--- config.mk ---
export PLATFORM = sky130hd
export DESIGN_NAME = stereo_alc
export DESIGN_NICKNAME = d
export VERILOG_FILES = /design/src/rtl/alc_pkg.sv /design/src/rtl/alc_detect.sv /design/src/rtl/alc_timer.sv /design/src/rtl/alc_gain_ch.sv /design/src/rtl/stereo_alc.sv
export SDC_FILE = /design/constraint.sdc
export NUM_CORES = 1
export LEC_CHECK = 0
export BUFFER_PORTS_ARGS = -buffer_cell sky130_fd_sc_hd__buf_2
export CAP_MARGIN = 0
export CORE_AREA = 10 10 107 180
export CTS_CLUSTER_SIZE = 24
export DETAILED_ROUTE_END_ITERATION = 16
export DIE_AREA = 0 0 117 190
export GPL_ROUTABILITY_DRIVEN = 1
export PLACE_DENSITY_LB_ADDON = 0.25
export SLEW_MARGIN = 40
export SYNTH_ARGS = -nofsm -noshare
export SYNTH_HDL_FRONTEND = slang
export SYNTH_HIERARCHICAL = 1
export SYNTH_SLANG_ARGS = --single-unit
--- constraint.sdc ---
create_clock -name clk -period 14.45 [get_ports clk]
set_clock_uncertainty 0.15 [all_clocks]
set_input_delay 2.1675 -clock clk [delete_from_list [all_inputs] [get_ports clk]]
set_output_delay 2.1675 -clock clk [all_outputs]
set_load 0.02 [all_outputs]
--- src/rtl/alc_pkg.sv ---
package alc_pkg;

    localparam int GAIN_W = 8;
    localparam logic [7:0] CTRL_RST = 8'h28;

    // fractions of full scale scaled by 2^16
    localparam int K_LIM_LO  = 61870;  // -0.5 dBFS
    localparam int K_BAND_LO = 49145;  // -2.5 dBFS
    localparam int K_LIM_HI  = 52057;  // -2.0 dBFS
    localparam int K_BAND_HI = 41350;  // -4.0 dBFS

    typedef struct packed {
        logic [1:0] zero;
        logic       imm_upd;
        logic       enable;
        logic       fast_rec;
        logic       lvl_sel;
        logic       rec_two;
        logic       lim_two;
    } ctrl_t;

    typedef struct packed {
        logic over;
        logic band;
    } level_t;

    typedef enum logic [1:0] {ACT_NONE, ACT_CUT, ACT_RAISE} act_e;

    function automatic longint level_thr(int dw, int k);
        return ((longint'(1) << (dw - 1)) * longint'(k)) >> 16;
    endfunction

    function automatic logic [GAIN_W-1:0] gain_cut(logic [GAIN_W-1:0] g, logic two);
        logic [GAIN_W-1:0] st;
        st = two ? GAIN_W'(2) : GAIN_W'(1);
        return (g > st) ? g - st : '0;
    endfunction

    function automatic logic [GAIN_W-1:0] gain_raise(logic [GAIN_W-1:0] g, logic two,
                                                    logic [GAIN_W-1:0] lim);
        logic [GAIN_W:0] sum;
        sum = {1'b0, g} + (two ? (GAIN_W+1)'(2) : (GAIN_W+1)'(1));
        if (g >= lim) return g;
        return (sum > {1'b0, lim}) ? lim : sum[GAIN_W-1:0];
    endfunction

endpackage

--- src/rtl/alc_detect.sv ---
module alc_detect #(
    parameter int DATA_W = 16
) (
    input  logic                     lvl_sel,
    input  logic signed [DATA_W-1:0] left,
    input  logic signed [DATA_W-1:0] right,
    output alc_pkg::level_t          lvl
);
    import alc_pkg::*;

    localparam int MAG_W = DATA_W + 1;
    localparam logic [MAG_W-1:0] LIM_LO  = MAG_W'(level_thr(DATA_W, K_LIM_LO));
    localparam logic [MAG_W-1:0] BAND_LO = MAG_W'(level_thr(DATA_W, K_BAND_LO));
    localparam logic [MAG_W-1:0] LIM_HI  = MAG_W'(level_thr(DATA_W, K_LIM_HI));
    localparam logic [MAG_W-1:0] BAND_HI = MAG_W'(level_thr(DATA_W, K_BAND_HI));

    function automatic logic [MAG_W-1:0] mag(logic [DATA_W-1:0] s);
        logic [MAG_W-1:0] e;
        e = {s[DATA_W-1], s};
        return s[DATA_W-1] ? (~e + 1'b1) : e;
    endfunction

    logic [MAG_W-1:0] m_l, m_r, peak, t_lim, t_band;

    always_comb begin
        m_l    = mag(left);
        m_r    = mag(right);
        peak   = (m_l > m_r) ? m_l : m_r;
        t_lim  = lvl_sel ? LIM_HI : LIM_LO;
        t_band = lvl_sel ? BAND_HI : BAND_LO;
        lvl.over = (peak >= t_lim);
        lvl.band = (peak >= t_band) && !lvl.over;
    end
endmodule

--- src/rtl/alc_timer.sv ---
module alc_timer #(
    parameter int REC_PERIOD = 16
) (
    input  logic            clk,
    input  logic            rst,
    input  logic            strobe,
    input  logic            enable,
    input  logic            fast_en,
    input  alc_pkg::level_t lvl,
    output alc_pkg::act_e   act
);
    import alc_pkg::*;

    localparam int CNT_W = $clog2(REC_PERIOD + 1);
    localparam int FAST_PERIOD = (REC_PERIOD / 4 < 1) ? 1 : REC_PERIOD / 4;

    logic [CNT_W-1:0] wait_cnt;
    logic [1:0]       run_len;
    logic             fast_armed;
    logic [CNT_W:0]   period, cnt_nxt;

    always_comb begin
        period  = fast_armed ? (CNT_W+1)'(FAST_PERIOD) : (CNT_W+1)'(REC_PERIOD);
        cnt_nxt = {1'b0, wait_cnt} + 1'b1;
        act     = ACT_NONE;
        if (strobe && enable) begin
            if (lvl.over)
                act = ACT_CUT;
            else if (!lvl.band && cnt_nxt >= period)
                act = ACT_RAISE;
        end
    end

    always_ff @(posedge clk) begin
        if (rst || !enable) begin
            wait_cnt   <= '0;
            run_len    <= '0;
            fast_armed <= 1'b0;
        end else if (strobe) begin
            if (lvl.over) begin
                wait_cnt   <= '0;
                run_len    <= (run_len == 2'd3) ? 2'd3 : run_len + 2'd1;
                fast_armed <= 1'b0;
            end else begin
                if (run_len != 2'd0) begin
                    run_len    <= '0;
                    fast_armed <= fast_en && (run_len <= 2'd2);
                end
                if (lvl.band)
                    wait_cnt <= '0;
                else if (act == ACT_RAISE) begin
                    wait_cnt   <= '0;
                    fast_armed <= 1'b0;
                end else
                    wait_cnt <= cnt_nxt[CNT_W-1:0];
            end
        end
    end
endmodule

--- src/rtl/alc_gain_ch.sv ---
module alc_gain_ch #(
    parameter int ZC_TIMEOUT = 8,
    parameter logic [7:0] INIT_GAIN = 8'h80
) (
    input  logic          clk,
    input  logic          rst,
    input  logic          strobe,
    input  logic          enable,
    input  logic          zc_wait,
    input  alc_pkg::act_e act,
    input  logic          lim_two,
    input  logic          rec_two,
    input  logic [7:0]    ref_lvl,
    input  logic          sign,
    output logic [7:0]    gain
);
    import alc_pkg::*;

    localparam int TC_W = (ZC_TIMEOUT > 1) ? $clog2(ZC_TIMEOUT) : 1;
    localparam logic [TC_W-1:0] TC_LAST = TC_W'(ZC_TIMEOUT - 1);

    logic [7:0]      target, base, nxt;
    logic            pend, prev_sign, fire;
    logic [TC_W-1:0] tcnt;

    always_comb begin
        base = (zc_wait && pend) ? target : gain;
        case (act)
            ACT_CUT:   nxt = gain_cut(base, lim_two);
            ACT_RAISE: nxt = gain_raise(base, rec_two, ref_lvl);
            default:   nxt = base;
        endcase
        fire = pend && ((sign != prev_sign) || (tcnt == TC_LAST));
    end

    always_ff @(posedge clk) begin
        if (rst) begin
            gain      <= INIT_GAIN;
            target    <= INIT_GAIN;
            pend      <= 1'b0;
            tcnt      <= '0;
            prev_sign <= 1'b0;
        end else begin
            if (strobe)
                prev_sign <= sign;
            if (!enable || !zc_wait) begin
                pend <= 1'b0;
                tcnt <= '0;
                if (strobe && enable && act != ACT_NONE)
                    gain <= nxt;
            end else if (strobe) begin
                if (fire) begin
                    gain <= (act != ACT_NONE) ? nxt : target;
                    pend <= 1'b0;
                    tcnt <= '0;
                end else if (act != ACT_NONE) begin
                    target <= nxt;
                    tcnt   <= pend ? tcnt + 1'b1 : '0;
                    pend   <= 1'b1;
                end else if (pend)
                    tcnt <= tcnt + 1'b1;
            end
        end
    end
endmodule

--- src/rtl/stereo_alc.sv ---
module stereo_alc #(
    parameter int DATA_W = 16,
    parameter int REC_PERIOD = 16,
    parameter int ZC_TIMEOUT = 8,
    parameter logic [7:0] INIT_GAIN = 8'h80
) (
    input  logic                     clk,
    input  logic                     rst,
    input  logic                     ctrl_we,
    input  logic [7:0]               ctrl_din,
    output logic [7:0]               ctrl_q,
    input  logic [7:0]               ref_level,
    input  logic                     smp_valid,
    input  logic signed [DATA_W-1:0] smp_left,
    input  logic signed [DATA_W-1:0] smp_right,
    output logic [7:0]               gain_left,
    output logic [7:0]               gain_right
);
    import alc_pkg::*;

    localparam int NCH = 2;

    ctrl_t      ctrl;
    level_t     lvl;
    act_e       act;
    logic [NCH-1:0] sgn;
    logic [7:0] gains [NCH];

    always_ff @(posedge clk) begin
        if (rst)
            ctrl <= ctrl_t'(CTRL_RST);
        else if (ctrl_we)
            ctrl <= ctrl_t'({2'b00, ctrl_din[5:0]});
    end

    assign ctrl_q = ctrl;
    assign sgn    = {smp_right[DATA_W-1], smp_left[DATA_W-1]};

    alc_detect #(.DATA_W(DATA_W)) u_det (
        .lvl_sel (ctrl.lvl_sel),
        .left    (smp_left),
        .right   (smp_right),
        .lvl     (lvl)
    );

    alc_timer #(.REC_PERIOD(REC_PERIOD)) u_tmr (
        .clk     (clk),
        .rst     (rst),
        .strobe  (smp_valid),
        .enable  (ctrl.enable),
        .fast_en (ctrl.fast_rec),
        .lvl     (lvl),
        .act     (act)
    );

    for (genvar c = 0; c < NCH; c++) begin : g_ch
        alc_gain_ch #(.ZC_TIMEOUT(ZC_TIMEOUT), .INIT_GAIN(INIT_GAIN)) u_ch (
            .clk     (clk),
            .rst     (rst),
            .strobe  (smp_valid),
            .enable  (ctrl.enable),
            .zc_wait (!ctrl.imm_upd),
            .act     (act),
            .lim_two (ctrl.lim_two),
            .rec_two (ctrl.rec_two),
            .ref_lvl (ref_level),
            .sign    (sgn[c]),
            .gain    (gains[c])
        );
    end

    assign gain_left  = gains[0];
    assign gain_right = gains[1];
endmodule

==> impl_metrics.toml <==
[setup_path]
cp.required_ns = 14.47
crit_top_cell = "inv_1"
ff2ff_path_depth = 19
slowest_stage = "a221oi_1"
reg2reg_from = "ctrl_q[2]"
crit_type = "in -> reg"
worstPathArrival_ns = 9.72
worst-path-max-fanout = 13
end_kind = "register"
startpoint_type = "input pin"
cp_slowest_stage_delay_ns = 0.66
crit_start = "smp_right[2]"

[finish]
fillers = 1677
area_growth_pct = 8.64
antenna_cells = 0
nets = 1104
regArea_um2 = 1120
final_common_cell = "ha_1"
final_cells = 1149
multi_input_area_um2 = 5520
layout_common_cells = "ha_1, inv_1, nor2_1, buf_2, nand2_1"
drive_gt1_share_pct = 15.4

[timing]
hold_viol_final = 0
relSlewSlack_pct = 50.9
tns_ns = 0
period_share_pct = 67.1
setup_viol = 0
period_needed_ns = 9.70
fmax_ghz = 0.103
fin_ws_ns = 4.75
slew_violations = 0
rsz0062_at_grt = "false"
tightest_slew_ns = 0.736
holdWs_ns = 0.362

[power]
cell_internal_pwr_uw = 281
p_sw_uw = 155
clock_power_share_pct = 29.9
p_comb_share_pct = 33.5
p_per_area_nw_per_um2 = 56.1
peakVddDrop_uv = 44.0
leakagePower_uw = 0.00351
seq_power_share_pct = 36.6
switching_share_pct = 35.5

[cts]
cts_root_buffer = "clkbuf_16"
cts_resized = 0
clock_sinks = 56
postCtsSetupBuffers = 0
path_clk_slew_ns = 0.08
cts_buffers = 5
ctsHoldBuffers = 0
clk_latency_ns = 0.31
cts_buffer_depth = 2
cts_tree = "yes"
h-tree-depth = 2

[synth]
ys_ff_latch = 56
async_reset_ff_share_pct = 0
synth.distinct_cells = 102
syn-instance-count = 902
syn_area_um2 = 7160
synth_edf_count = 0
ys.flop_type = "dfxtp_1"
ys_seq_area_share_pct = 15.7
yosysWarnings = 6
syn_avg_cell_area_um2 = 7.93

[global_routing]
grt_pass1_wl_um = 33300
track_usage_pct = 18.1
gr-total-overflow = 0
grt_antenna_before_repair = 0
grt_pass1_vias = 7061
grt_max_degree = 44

[drt]
routedWlPerCell_um = 17.2
drc_errors = 0
ant_nets = 0
via_count = 6739
first_pass_iters = 5
drt_iter0_drc = 270
via_per_inst = 5.87
routed_wl_um = 19800

[placed_design]
place_worst_setup_slack_ns = 4.45
dp_hpwl_um = 16500
gp_congestion = 0.924
placed_cells = 1141
io_buffers = 71

[flow_run]
maxCapViolations = 0

[worst_hold_path]
hold_depth = 2
hp-start = "g_ch[1].u_ch/tcnt[1]"
hp-class = "reg -> reg"

[floorplanning]
initial_utilization_pct = 43.9
ios = 76
dieArea_um2 = 22200
rows = 62
core_area_um2 = 16300
die_h_um = 190
die_w_um = 117

[run_status]
status = "completed"
[cell families (layout without fill, tap and decap cells)]
| logic type | count (synthesis) | in the layout | share of synthesized area (%) |
|---|---|---|---|
| muxes | 51 | 51 | 7.64 |
| adders and majority gates | 96 | 96 | 17.2 |
| AOI/OAI and AO/OA | 246 | 246 | 25.7 |
| DFF | 56 | 56 | 15.7 |
| xor gates and xnor gates | 42 | 42 | 5.24 |
| buffers and inverters | 121 | 175 | 7.39 |
| and+or+nand+nor | 287 | 287 | 21.0 |
| other | 3 | 4 | 0.157 |
[worst max-delay path: cells and delay by family]
kind	cells	cell delay [ns]
simple gates	9	2.63
compound gates	13	3.19
buf+inv	5	0.48
fa+ha+maj	3	1.24
[per-stage QoR]
stage / util (%) / total power, uW / cell area, um2
floorplan: - / 268 / 7160
global placement: 46.8 / 306 / 7620
detailed placement: 46.8 / 309 / 7620
CTS: 47.7 / 440 / 7770
global route: 47.7 / 465 / 7770
finish: 47.7 / 436 / 7770
[power by group through the flow]
stage               sequential (uW)  clock, uW  combinational, uW
detailed placement              163          0                146
floorplan                       164          0                104
finish                          160        131                146
global route                    160        139                166
CTS                             160        135                146
global placement                163          0                143
[path summary, 6_finish.rpt]
kind / endpoint / slack (ns)
max: g_ch[1].u_ch/target[0] / 4.75
min: g_ch[1].u_ch/tcnt[1] / 0.36
max reg2reg: g_ch[1].u_ch/target[0] / 9.02
min reg2reg: g_ch[1].u_ch/tcnt[1] / 0.36
[per-layer routing]
metal	global-route usage, %	up-vias	share of wire, %
li1	-	3412	-
met1	18.7	3144	38
met2	34.5	147	54
met3	2.14	36	3.7
met4	8.55	0	4.0
met5	0	-	0
[synthesized netlist by cell type (14+ instances only)]
master	count	share of area (%)
ha_1	92	16
inv_1	89	4.7
nor2_1	76	4.0
nand2_1	70	3.7
dfxtp_1	56	16
a21oi_1	52	3.6
o21ai_0	40	2.8
mux2i_1	37	5.2
nand3_1	25	1.7
xor2_1	24	2.9
xnor2_1	17	2.1
a211oi_1	16	1.7
clkbuf_1	15	0.79
nor3_1	15	1.0
nand2b_1	14	1.2
[area by class of cell]
cell class	count	share of cell area, %
clock buffer	5	1.61
inverter	89	4.30
sequential	56	14.4
multi-input combinational	726	71.0
tap	192	3.09
timing repair buffer	78	5.25
clock inverter	3	0.322
[state kept, by name, summed over array words and instances, names as in the netlist]
register	count
g_ch.u_ch/target	16
ctrl_q	6
g_ch.u_ch/tcnt	6
u_tmr/run_len	2
g_ch.u_ch/prev_sign	2
g_ch.u_ch/gain	16
u_tmr/wait_cnt	5
u_tmr/fast_armed	1
g_ch.u_ch/pend	2
Note: power is estimated with default switching activity, not from simulation.
